==> config.mk <==
export PLATFORM = sky130hd
export DESIGN_NAME = rhc_pulse_seq
export DESIGN_NICKNAME = d
export VERILOG_FILES = /design/src/rtl/rhc_pulse_seq.sv
export SDC_FILE = /design/constraint.sdc
export NUM_CORES = 1
export LEC_CHECK = 0
export ABC_AREA = 1
export BUFFER_PORTS_ARGS = -buffer_cell sky130_fd_sc_hd__buf_2
export CORE_MARGIN = 2
export CORE_UTILIZATION = 45
export CTS_BUF_LIST = sky130_fd_sc_hd__clkbuf_4 sky130_fd_sc_hd__clkbuf_8
export CTS_CLUSTER_SIZE = 28
export DETAILED_ROUTE_END_ITERATION = 16
export PLACE_DENSITY = 0.69
export SLEW_MARGIN = 20
export SYNTH_ARGS = -nofsm -noshare
export SYNTH_HDL_FRONTEND = slang
export SYNTH_SLANG_ARGS = --single-unit
==> constraint.sdc <==
create_clock -name clk -period 2.9 [get_ports clk]
set_input_delay 0.29 -clock clk [delete_from_list [all_inputs] [get_ports clk]]
set_output_delay 0.29 -clock clk [all_outputs]
set_load 0.05 [all_outputs]
==> src/rtl/rhc_pulse_seq.sv <==
module rhc_pulse_seq #(
  parameter int N_TERM = 6,
  parameter int ERR_W  = 12,
  parameter int CNT_W  = 12,
  localparam int IDX_W = $clog2(N_TERM),
  localparam int SUM_W = ERR_W + 1 + $clog2(N_TERM)
) (
  input  logic                    clk,
  input  logic                    rst_n,
  input  logic [N_TERM*ERR_W-1:0] err_vec,
  input  logic [SUM_W-1:0]        trig_level,
  input  logic [CNT_W-1:0]        gate_width,
  input  logic [CNT_W-1:0]        toff_cycles,
  input  logic [CNT_W-1:0]        timeout_cycles,
  output logic                    sel_start,
  input  logic                    sel_done,
  input  logic                    sel_valid,
  input  logic [IDX_W-1:0]        sel_first,
  input  logic [IDX_W-1:0]        sel_second,
  input  logic                    xover,
  input  logic                    izero,
  output logic                    pulse_dir,
  output logic [N_TERM-1:0]       gate,
  output logic                    fault
);

  localparam logic [2:0] S_IDLE = 3'd0;
  localparam logic [2:0] S_SEL  = 3'd1;
  localparam logic [2:0] S_SEG1 = 3'd2;
  localparam logic [2:0] S_SEG2 = 3'd3;
  localparam logic [2:0] S_TOFF = 3'd4;
  localparam logic [N_TERM-1:0] ONE = 1;

  logic [2:0]       state;
  logic [IDX_W-1:0] gidx, nidx;
  logic [CNT_W-1:0] gcnt, tick;
  logic [SUM_W-1:0] err_sum;
  logic             wd_hit, toff_hit;

  function automatic logic [SUM_W-1:0] mag(input logic [ERR_W-1:0] v);
    logic [ERR_W:0] x;
    x = {v[ERR_W-1], v};
    if (v[ERR_W-1]) x = -x;
    return SUM_W'(x);
  endfunction

  always_comb begin
    err_sum = '0;
    for (int i = 0; i < N_TERM; i++)
      err_sum = err_sum + mag(err_vec[i*ERR_W +: ERR_W]);
  end

  assign wd_hit   = ({1'b0, tick} + 1'b1) >= {1'b0, timeout_cycles};
  assign toff_hit = ({1'b0, tick} + 1'b1) >= {1'b0, toff_cycles};
  assign gate     = (gcnt != '0) ? (ONE << gidx) : '0;

  always_ff @(posedge clk or negedge rst_n) begin
    if (!rst_n) begin
      state     <= S_IDLE;
      sel_start <= 1'b0;
      pulse_dir <= 1'b0;
      fault     <= 1'b0;
      gidx      <= '0;
      nidx      <= '0;
      gcnt      <= '0;
      tick      <= '0;
    end else begin
      sel_start <= 1'b0;
      if (gcnt != '0) gcnt <= gcnt - 1'b1;
      case (state)
        S_IDLE:
          if (err_sum > trig_level) begin
            state     <= S_SEL;
            sel_start <= 1'b1;
            fault     <= 1'b0;
          end
        S_SEL:
          if (sel_done) begin
            if (sel_valid) begin
              state <= S_SEG1;
              gidx  <= sel_first;
              nidx  <= sel_second;
              gcnt  <= gate_width;
              tick  <= '0;
            end else begin
              state <= S_IDLE;
            end
          end
        S_SEG1:
          if (xover) begin
            state <= S_SEG2;
            gidx  <= nidx;
            gcnt  <= gate_width;
            tick  <= '0;
          end else if (wd_hit) begin
            state <= S_IDLE;
            fault <= 1'b1;
            gcnt  <= '0;
          end else begin
            tick <= tick + 1'b1;
          end
        S_SEG2:
          if (izero) begin
            state     <= S_TOFF;
            gcnt      <= '0;
            pulse_dir <= ~pulse_dir;
            tick      <= '0;
          end else if (wd_hit) begin
            state <= S_IDLE;
            fault <= 1'b1;
            gcnt  <= '0;
          end else begin
            tick <= tick + 1'b1;
          end
        S_TOFF:
          if (toff_hit) state <= S_IDLE;
          else          tick  <= tick + 1'b1;
        default: state <= S_IDLE;
      endcase
    end
  end

endmodule

==> After elaboration in Yosys (flattened, before gate mapping) <==
Cells that the tools add are included.
{ "classes": {"addsub": 14, "magnitude_cmp": 3, "n_eq_ne": 12, "n_shift": 1, "n_mux": 40, "bitwise_logic": 1, "reduce_logical": 11} }
{ "op_table": {"columns": ["op", "n"], "rows": [
  ["$mux 12", 12],
  ["$mux 13", 6],
  ["$neg 13->13", 6],
  ["$pmux 12 s4", 1],
  ["$pmux 12 s3", 1],
  ["$add 16x13->16", 2],
  ["$mux 3", 9],
  ["$ge 13x12->1", 2],
  ["$add 15x13->16", 1],
  ["$gt 16x16->1", 1],
  ["$ne 2x2->1 const B", 8],
  ["$add 14x13->15", 1],
  ["$pmux 3 s5", 1],
  ["$add 13x13->14", 1],
  ["$add 12x1->13 const B", 1],
  ["$add 12x1->12 const B", 1],
  ["$reduce_and 4->1", 3],
  ["$reduce_bool 12->1", 1],
  ["$sub 12x1->12 const B", 1],
  ["$eq 3x2->1 const B", 2],
  ["$mux 1", 6],
  ["$mux 6", 1],
  ["$pmux 3 s2", 1],
  ["$reduce_and 3->1", 2],
  ["11 further kinds", 11]
]} }
{ "word_totals": {"reg_bits": 36, "inputBits": 136, "out_inout_bits": 9, "wordCells": 90} }

==> Depth between registers and ports, before layout <==
Gate-level depths: netlist of run 1.
{ "logic_depth": {"depth_word": 10, "mapped_depth": 35, "mapped_depth_nobuf": 35} }

==> Least setup slack after synthesis of run 1 <==
OpenSTA, ideal clock, no wires.
{ "synth_timing": {"kind": "input-to-reg", "from": "in err_vec[0]", "to": "reg state[1]", "setup_time_ps": 71, "arrival_time_ps": 5115, "t_required_ps": 2829, "slack_ps": -2286, "stages": 34, "path_buffers": 0, "path_cell_list": "inv_1 ha_1 inv_1 nor3_1 inv_1 nor3_1 or2_2 xor2_1 fa_1 fa_1 inv_1 fa_1 inv_1 ha_1 inv_1 nor3_1 nand2_1 o211ai_1 nand2_1 nand2_1 nand2_1 nand2_1 nand2_1 nand2_1 inv_1 ha_1 nand2_1 nor4_1 nand2_1 nand2_1 nand2_1 a21oi_1 nand2_1 nor2_1"} }
{ "synth_via": {"elab_chain_cells": 10} }
{ "synth_rtl": {"columns": ["element", "line_no", "text"], "rows": [
  ["start, declared", "10", "input logic [N_TERM*ERR_W-1:0] err_vec,"],
  ["$neg 13->13", "43", "if (v[ERR_W-1]) x = -x;"],
  ["$mux 13 *", "43", null],
  ["$add 13x13->14 *", "50", "err_sum = err_sum + mag(err_vec[i*ERR_W +: ERR_W]);"],
  ["$add 14x13->15 *", "50", null],
  ["$add 15x13->16 *", "50", null],
  ["$add 16x13->16 * (2 in series)", "50", null],
  ["$gt 16x16->1 *", "72", "if (err_sum > trig_level) begin"],
  ["$ne 2x2->1 (no line) *", null, null],
  ["$reduce_and 3->1 (no line) *", null, null],
  ["end signal, assigned", "59", "state <= S_IDLE;"],
  ["end signal, assigned", "73", "state <= S_SEL;"],
  ["end signal, assigned", "80", "state <= S_SEG1;"],
  ["end, declared", "34", "logic [2:0] state;"]
]} }
Every way passes the cells marked *; elsewhere a longest branch is shown, timed or not.
A chain may end at the register's enable or synchronous reset.

==> Worst setup path after layout of run 1 <==
Same ends and word-level chain as after synthesis.

==> Flow_metrics.wiki, run 1 <==
{| class="wikitable"
! Metric !! Value
|-
| Run status || finished with violations
|-
| Failing checks || negative setup slack
|-
| Vias after detailed routing || just over 7000
|-
| Mean post-synth cell area || slightly below 7 um^2
|-
| Share of total power in combinational logic || a little under nine tenths
|-
| Std cell rows || 44
|-
| Critical path capture point type || register
|-
| Total global-route track usage || between 20% and 30%
|-
| Cell internal pwr || ~0.0045 W
|-
| Vias per Instance || ~5
|-
| Number of enable flip-flop cells after synthesis || 0
|-
| Met1 global-route usage || around 30%
|-
| Setup Skew || just over 0.01 ns
|-
| Data required time at the worst endpoint || between 3 and 4 ns
|-
| Arr. time, crit path || 5.21 ns
|-
| # setup viols final || 4
|-
| Number of global-route vias before repair || 6868
|-
| Ant diodes || 0
|-
| CORE AREA || around 15000 um^2
|-
| Dominant cell type by count on the critical path || sky130_fd_sc_hd__nand2_1
|-
| Cell Area, Synth || about 6800 um^2
|-
| Synth async-reset ratio || between 90% and 100%
|-
| CP max FO || 4
|-
| Number of antenna violations at the first check in global routing || 0
|-
| Yosys warning total || 0
|-
| CTS tree || built
|-
| Bufs on Longest Clock Path || 2
|-
| Fill cell count || approximately 1200
|-
| Starting DRC count in detailed routing || around 420
|-
| Endpoints failing hold || 0
|-
| Sequential fraction of design power || ~8.7%
|-
| Initial core utilization || ~46%
|-
| Count of nets left with antenna violations after detail routing || 0
|-
| Power share of the clock group || under 10%
|-
| Final total negative setup slack || -8.209 ns
|-
| Main flop type after synthesis || sky130_fd_sc_hd__dfrtp_1
|-
| Maximum resistive drop on vdd || around 0.83 mV
|-
| Sequential cell area fraction in the yosys report || 13.32%
|-
| Placed wire-length estimate after detailed placement || around 15000 um
|-
| Synthesized-area fraction occupied by ao, oa, aoi and oai cells || under 10%
|-
| Layout Area Growth over Synthesis || 41.12%
|-
| Leakage power summed over all cells || around 5.3 nW
|-
| Number of hold-repair buffers added at the cts stage || 0
|-
| Final global-route overflow total || 0
|-
| Last weighted congestion value of the routability-driven placer || a little under 0.9
|-
| Number of buffers added by the clock tree synthesis step || 5
|-
| Share of the synthesized netlist area taken by xor and xnor gates || approximately a tenth
|-
| Y dimension of the die || between 100 and 150 um
|-
| Clk Tree Root Cell || sky130_fd_sc_hd__clkbuf_8
|-
| Routing layer with the top usage in global route || met2
|-
| Final cycle utilization of the critical path || 171.9%
|-
| Total Die Area || around 16000 um^2
|-
| Share of cell area taken by muxes after synthesis || less than 1%
|-
| Detail-routed net length per standard cell || 12.84 um
|-
| Share of layout cells above drive strength 1 || between 30% and 40%
|-
| PnR worst setup slack || -2.086 ns
|-
| Final number of max-transition violations || 0
|-
| Register bit total from synthesis || 36
|-
| Yosys cell types || 46
|-
| Skew-Pair Late Insertion Delay || around 0.30 ns
|-
| Setup repair after global routing missed its margin || yes
|-
| Aggregate routed wire length || about 19000 um
|-
| Hold WS || 0.09786 ns
|-
| Switching power total || between 0.004 and 0.005 W
|-
| Final routed DRC violation total || 0
|-
| Clock transition at the register clock pins on the worst setup and hold paths after CTS || around 0.080 ns
|-
| Area share of and/or/nand/nor cells after synthesis || between 20 and 30%
|-
| Global-route wire length before repair || 30780 um
|-
| Met3 capacity usage during global routing || 1.982%
|-
| Maximum frequency from static timing analysis || about 0.2 GHz
|-
| Max-Cap Viols || 0
|-
| CTS Sinks || 36
|-
| IO buf count || ~140
|-
| Fraction of power spent switching nets || between 40% and 50%
|-
| Class of the tightest hold or removal check || in -> async
|-
| CP max stage cell || sky130_fd_sc_hd__fa_1
|-
| Number of instances in the synthesized netlist || just under 1000
|-
| Relative max-transition margin || 44.40%
|-
| Pre-antenna DRT Iters || 5
|-
| Critical path launch point type || primary input
|-
| Measured slew at the worst slew-check pin || 0.8341 ns
|-
| Pin count of the biggest net entering global routing || 37
|-
| Final net count || about 1500
|-
| Power density relative to cell area || around 900 nW/um^2
|-
| Critical setup path kind || in -> reg
|-
| Maximum level of the CTS H-tree || 2
|-
| Top-Level Pins || about 150
|-
| Largest stage delay on the critical path || 0.49 ns
|-
| Post-synthesis share of cell area spent on full adders, half adders and majority gates || a little over a quarter
|-
| Largest family of logic cells by synthesized area || simple AND/OR/NAND/NOR gates
|-
| Post-Place Worst Slack || -2.549 ns
|-
| Die Wd || between 100 and 150 um
|-
| Final critical-path required period || between 4 and 5 ns
|-
| Met2 Track Usage GR || around 42%
|}
==> per-layer routing <==
metal | wire, um | part of all wire [%]
met1 | 8149 | 44
met2 | 9249 | 50
met3 | 810 | 4.4
met4 | 353 | 1.9
met5 | 0 | 0
==> per-stage QoR <==
step                      area (um^2)  instances  total power, W  utilization, %
final                            9542       1446        0.008755           65.40
after global routing             9542       1446        0.009906           65.40
after CTS                        9174       1438        0.008318           62.88
after detailed placement         8713       1423        0.007238           59.73
after global placement           8713       1423        0.007088           59.73
after floorplan                  6943        989        0.005237               -
==> timing repair <==
action | 4_1_cts | 5_1_grt
buffers inserted | 7 | 8
pin swaps | 59 | 38
setup endpoints to repair | 5 | 28
resized for setup | 64 | 71
==> critical path, delay by kind of cell <==
family | cells | cell delay (ns)
buffers and inverters | 9 | 0.61
AO/OA/AOI/OAI | 2 | 0.24
adder cells (fa/ha/maj) | 6 | 2.09
AND/OR/NAND/NOR | 18 | 1.78
XOR/XNOR | 1 | 0.19
==> sequential cells by signal, indices dropped and copies added (netlist names) <==
name / count
gcnt: 12
tick: 12
gidx: 3
nidx: 3
state: 3
fault: 1
pulse_dir: 1
sel_start: 1
==> cell usage after synthesis (2+ instances only) <==
| cell | count | share of area (%) |
|---|---|---|
| sky130_fd_sc_hd__o21ai_0 | 26 | 1.9 |
| sky130_fd_sc_hd__nand3b_1 | 4 | 0.44 |
| sky130_fd_sc_hd__nand3_1 | 68 | 5.0 |
| sky130_fd_sc_hd__buf_6 | 3 | 0.50 |
| sky130_fd_sc_hd__nor3b_1 | 2 | 0.22 |
| sky130_fd_sc_hd__inv_1 | 229 | 13 |
| sky130_fd_sc_hd__xor2_1 | 58 | 7.5 |
| sky130_fd_sc_hd__nand4_1 | 8 | 0.74 |
| sky130_fd_sc_hd__nor2_4 | 4 | 0.67 |
| sky130_fd_sc_hd__a21o_1 | 2 | 0.22 |
| sky130_fd_sc_hd__nor2_1 | 68 | 3.8 |
| sky130_fd_sc_hd__ha_1 | 61 | 11 |
| sky130_fd_sc_hd__fa_1 | 52 | 15 |
| sky130_fd_sc_hd__or2_2 | 4 | 0.37 |
| sky130_fd_sc_hd__xnor2_1 | 16 | 2.1 |
| sky130_fd_sc_hd__nand2_1 | 217 | 12 |
| sky130_fd_sc_hd__nor3_1 | 21 | 1.6 |
| sky130_fd_sc_hd__a21oi_1 | 35 | 2.6 |
| sky130_fd_sc_hd__dfrtp_1 | 36 | 13 |
| sky130_fd_sc_hd__buf_2 | 3 | 0.22 |
| sky130_fd_sc_hd__mux2_2 | 3 | 0.50 |
| sky130_fd_sc_hd__inv_2 | 2 | 0.11 |
| sky130_fd_sc_hd__a31oi_1 | 7 | 0.65 |
| sky130_fd_sc_hd__o211ai_1 | 3 | 0.33 |
| sky130_fd_sc_hd__nor3_2 | 3 | 0.44 |
| sky130_fd_sc_hd__nand2_2 | 7 | 0.65 |
| sky130_fd_sc_hd__a41oi_1 | 2 | 0.26 |
| sky130_fd_sc_hd__o21ai_1 | 2 | 0.15 |
| sky130_fd_sc_hd__o31ai_1 | 6 | 0.67 |
| sky130_fd_sc_hd__o21a_1 | 2 | 0.22 |
| sky130_fd_sc_hd__nor4_1 | 11 | 1.0 |
| sky130_fd_sc_hd__clkbuf_1 | 4 | 0.22 |
| sky130_fd_sc_hd__buf_4 | 2 | 0.22 |
==> cells in the final DEF (no fill, tap or decap), types with 6 or more instances in the layout <==
master                    synthesis  layout
sky130_fd_sc_hd__nand4_1          8       8
sky130_fd_sc_hd__nand2_1        217     202
sky130_fd_sc_hd__dfrtp_1         36      36
sky130_fd_sc_hd__nand3_2          0       6
sky130_fd_sc_hd__ha_4             0      13
sky130_fd_sc_hd__a21oi_2          1       9
sky130_fd_sc_hd__xnor2_1         16      15
sky130_fd_sc_hd__a31oi_1          7       7
sky130_fd_sc_hd__xor2_2           0      10
sky130_fd_sc_hd__conb_1           1       6
sky130_fd_sc_hd__a21oi_1         35      24
sky130_fd_sc_hd__nor2_1          68      61
sky130_fd_sc_hd__fa_1            52      49
sky130_fd_sc_hd__inv_2            2      20
sky130_fd_sc_hd__buf_2            3     138
sky130_fd_sc_hd__nor3_1          21       7
sky130_fd_sc_hd__nand2_4          1       6
sky130_fd_sc_hd__o21ai_0         26      22
sky130_fd_sc_hd__buf_4            2     126
sky130_fd_sc_hd__nor4_1          11       7
sky130_fd_sc_hd__nand3_1         68      62
sky130_fd_sc_hd__nor3_4           0       7
sky130_fd_sc_hd__nor3_2           3      10
sky130_fd_sc_hd__ha_1            61      46
sky130_fd_sc_hd__nor2_4           4       6
sky130_fd_sc_hd__xor2_1          58      48
sky130_fd_sc_hd__nand2_2          7      17
sky130_fd_sc_hd__o21ai_1          2       6
sky130_fd_sc_hd__nor2_2           1       6
sky130_fd_sc_hd__buf_6            3      11
sky130_fd_sc_hd__inv_1          229     203
==> area by class of cell <==
cell class                      count  area [um^2]  share of cell area (%)
Multi-Input combinational cell    710         5602                   58.71
Timing Repair Buffer              277         1795                   18.82
Inverter                          231        902.1                   9.454
Clock inverter                      3        42.54                  0.4458
Tap cell                          184        230.2                   2.413
Sequential cell                    36        900.9                   9.441
Clock buffer                        5        68.82                  0.7212
==> cells by family (layout without fill, tap and decap cells) <==
logic type,count (synthesis),count (layout)
xor gates and xnor gates,74,74
muxes,3,3
buffers and inverters,243,516
AOI/OAI and AO/OA,89,89
adders and majority gates,113,113
other,1,6
DFF,36,36
and+or+nand+nor,425,425
==> path summary, 6_finish.rpt <==
check / start / endpoint / slack, ns / depth (start not counted)
worst max-delay path: err_vec[0] / state[1]$_DFFE_PN0P_ / -2.09 / 36
worst min-delay path: rst_n / tick[10]$_DFFE_PN0P_ / 0.1 / 1
worst max register to register: tick[0]$_DFFE_PN0P_ / tick[4]$_DFFE_PN0P_ / 0.19 / 21
worst min register to register: pulse_dir$_DFFE_PN0P_ / pulse_dir$_DFFE_PN0P_ / 0.49 / 1
max in group asynchronous: rst_n / gcnt[1]$_DFF_PN0_ / 2.28 / 1
min in group clk: gate_width[10] / gcnt[10]$_DFF_PN0_ / 0.19 / 3
==> power by group through the flow <==
stage / combinational [W] / clock (W) / sequential [W]
after floorplan: 0.00443 / 0 / 0.000807
after CTS: 0.00710 / 0.000456 / 0.000760
after detailed placement: 0.00647 / 0 / 0.000769
after global placement: 0.00632 / 0 / 0.000766
after global routing: 0.00864 / 0.000487 / 0.000780
final: 0.00754 / 0.000452 / 0.000759
Note: power is estimated with default switching activity, not from simulation.
==> inputs of run 2 (changes only) <==
CORE_UTILIZATION = 30   (was 45)
PLACE_DENSITY = 0.5   (was 0.69)
TNS_END_PERCENT = 100   (was default)
==> Flow_metrics.wiki, run 2 (synthesis gave the netlist of run 1 again) <==
{| class="wikitable"
! Metric !! Value
|-
| CORE AREA || 21960 um^2 (+51%)
|-
| Final critical-path required period || 4.955 ns (-0.03073 ns)
|-
| Critical path launch point type || primary input
|-
| CTS Sinks || 36 (unchanged)
|-
| Endpoints failing hold || 0 (unchanged)
|-
| Global-route wire length before repair || 32330 um (+5.0%)
|-
| Skew-Pair Late Insertion Delay || 0.29 ns (about the same)
|-
| Final net count || 1525 (+0.99%)
|-
| Largest regs || gcnt x12, tick x12
|-
| Vias per Instance || 4.433 (-10%)
|-
| Top library cells by usage in the layout, fill and taps aside || sky130_fd_sc_hd__inv_1 (202), sky130_fd_sc_hd__nand2_1 (199), sky130_fd_sc_hd__buf_4 (145), sky130_fd_sc_hd__buf_2 (140)
|-
| Vias after detailed routing || 6902 (-3.1%)
|-
| Run status || finished with violations
|-
| Placed wire-length estimate after detailed placement || 16690 um (+8.5%)
|-
| Maximum resistive drop on vdd || 0.5856 mV (-29%)
|-
| Number of buffers added by the clock tree synthesis step || 5 (unchanged)
|-
| Class of the tightest hold or removal check || in -> async
|-
| Final routed DRC violation total || 0 (unchanged)
|-
| Number of standard cells in the final layout excluding fillers || 1557 (+7.7%)
|-
| Ant diodes || 0 (unchanged)
|-
| Dominant cell type by count on the critical path || sky130_fd_sc_hd__nand2_1
|-
| Max-Cap Viols || 0 (unchanged)
|-
| CP max stage cell || sky130_fd_sc_hd__fa_1
|-
| Bufs on Longest Clock Path || 2 (unchanged)
|-
| Number of antenna violations at the first check in global routing || 0 (unchanged)
|-
| FF-to-FF Start || tick[1]$_DFFE_PN0P_
|-
| Setup repair after global routing missed its margin || yes
|-
| IO buf count || 144 (unchanged)
|-
| Top-Level Pins || 145 (unchanged)
|-
| Last weighted congestion value of the routability-driven placer || 0.8394 (-4.8%)
|-
| Final cycle utilization of the critical path || 170.9% (-1.1 points)
|-
| Pin count of the biggest net entering global routing || 37 (unchanged)
|-
| Maximum frequency from static timing analysis || 0.2018 GHz (+0.62%)
|-
| CP max FO || 4 (unchanged)
|-
| Data required time at the worst endpoint || 3.13 ns (about the same)
|-
| Arr. time, crit path || 5.19 ns (-0.02 ns)
|-
| Most common cell after layout, fill and taps aside || sky130_fd_sc_hd__inv_1
|-
| Aggregate routed wire length || 19540 um (+5.3%)
|-
| Layout Area Growth over Synthesis || 43.04%
|-
| PnR worst setup slack || -2.055 ns (+0.03073 ns)
|-
| Leakage power summed over all cells || 5.346 nW (+0.89%)
|-
| Number of global-route vias before repair || 6892 (+0.35%)
|-
| Critical setup path kind || in -> reg
|-
| Detail-routed net length per standard cell || 12.55 um (-2.2%)
|-
| Largest stage delay on the critical path || 0.56 ns (+0.07 ns)
|-
| Relative max-transition margin || 43.54% (-0.85 points)
|-
| Die Wd || 154.1 um (+22%)
|-
| Starting DRC count in detailed routing || 296 (-30%)
|-
| Power density relative to cell area || 856.4 nW/um^2 (-6.7%)
|-
| Y dimension of the die || 154.1 um (+22%)
|-
| Initial core utilization || 30.79% (-16 points)
|-
| Clk Tree Root Cell || sky130_fd_sc_hd__clkbuf_8
|-
| Failing checks || negative setup slack
|-
| Clock transition at the register clock pins on the worst setup and hold paths after CTS || 0.08 ns (about the same)
|-
| Crit path from || err_vec[25]
|-
| Total Die Area || 23750 um^2 (+48%)
|-
| Final number of max-transition violations || 0 (unchanged)
|-
| Setup Skew || 0.006052 ns (-0.004093 ns)
|-
| Maximum level of the CTS H-tree || 2 (unchanged)
|-
| Measured slew at the worst slew-check pin || 0.8468 ns (+0.01277 ns)
|-
| CTS tree || built
|-
| Placed cells || 1531 (+7.6%)
|-
| Post-Place Worst Slack || -2.563 ns (-0.01466 ns)
|-
| Total global-route track usage || 16.56% (-6.6 points)
|-
| Final global-route overflow total || 0 (unchanged)
|-
| Pre-antenna DRT Iters || 4 (-1)
|-
| Critical path capture point type || register
|-
| Fill cell count || 2284 (+87%)
|-
| Std cell rows || 54 (+23%)
|-
| Final total negative setup slack || -8.099 ns (+0.1099 ns)
|-
| # setup viols final || 4 (unchanged)
|-
| Count of nets left with antenna violations after detail routing || 0 (unchanged)
|-
| Share of layout cells above drive strength 1 || 34.77% (+0.22 points)
|}
-- run 2: changes by cell type in the layout (fill, tap and decap cells not counted), moves of 4 or more --
cell and change:
sky130_fd_sc_hd__xor2_2 -4, sky130_fd_sc_hd__buf_6 -6, sky130_fd_sc_hd__a21oi_1 +4, sky130_fd_sc_hd__buf_4 +19, sky130_fd_sc_hd__xor2_1 +4
-- run 2: stage by stage --
step / cell area, um^2 / total power [W] / hold slack, ns / utilization [%]
finish: 9672 / 0.008283 / 0.1044 / 44.05
global route: 9672 / 0.009534 / 0.1826 / 44.05
CTS: 9248 / 0.007938 / 0.1338 / 42.11
detailed placement: 8911 / 0.007202 / 0.4477 / 40.58
global placement: 8911 / 0.007144 / 0.4488 / 40.58
floorplan: 6943 / 0.005237 / -0.005591 / -
-- run 2: repair_timing --
item | CTS | global route
resized for setup | 33 | 85
setup buffers | 11 | 7
hold buffers | 0 | 0
setup endpoints to repair | 4 | 28
pin swaps | 43 | 50
-- run 2: layout make-up --
type | instances | area, um^2 | area share [%]
clock buffer | 6 | 76.32 | 0.7891
multi-input combinational | 710 | 5528 | 57.15
timing repair buffer | 292 | 1876 | 19.39
inverter | 231 | 904.6 | 9.353
tap | 280 | 350.3 | 3.622
sequential | 36 | 902.1 | 9.327
clock inverter | 2 | 35.03 | 0.3622
-- run 2: worst max-delay path: cells and delay by family --
kind | cells | cell delay (ns)
fa+ha+maj | 6 | 2.24
buf+inv | 7 | 0.55
compound gates | 3 | 0.37
xor+xnor | 2 | 0.35
simple gates | 13 | 1.37
-- run 2: routing by layer --
metal | up-vias | track usage (%) | share of wire [%]
met2 | 131 | 31.26 | 51
li1 | 3622 | - | -
met4 | 0 | 2.181 | 1.1
met1 | 3132 | 21.16 | 45
met5 | - | 0 | 0
met3 | 17 | 1.071 | 3.0
-- run 2: path summary, 6_finish.rpt --
check / end / slack, ns / cells past startpoint
max in group asynchronous: tick[3]$_DFFE_PN0P_ / 2.22 / 1
min in group clk: gcnt[8]$_DFF_PN0_ / 0.20 / 3
setup reg to reg: tick[4]$_DFFE_PN0P_ / 0.13 / 16
hold / removal: tick[4]$_DFFE_PN0P_ / 0.10 / 1
hold reg to reg: pulse_dir$_DFFE_PN0P_ / 0.50 / 1
setup / recovery: state[0]$_DFFE_PN0P_ / -2.06 / 31
-- run 2: where the power goes --
part	internal (W)	switching, W
Sequential	0.000655	0.000101
Clock	0.000265	0.000190
Combinational	0.00327	0.00380
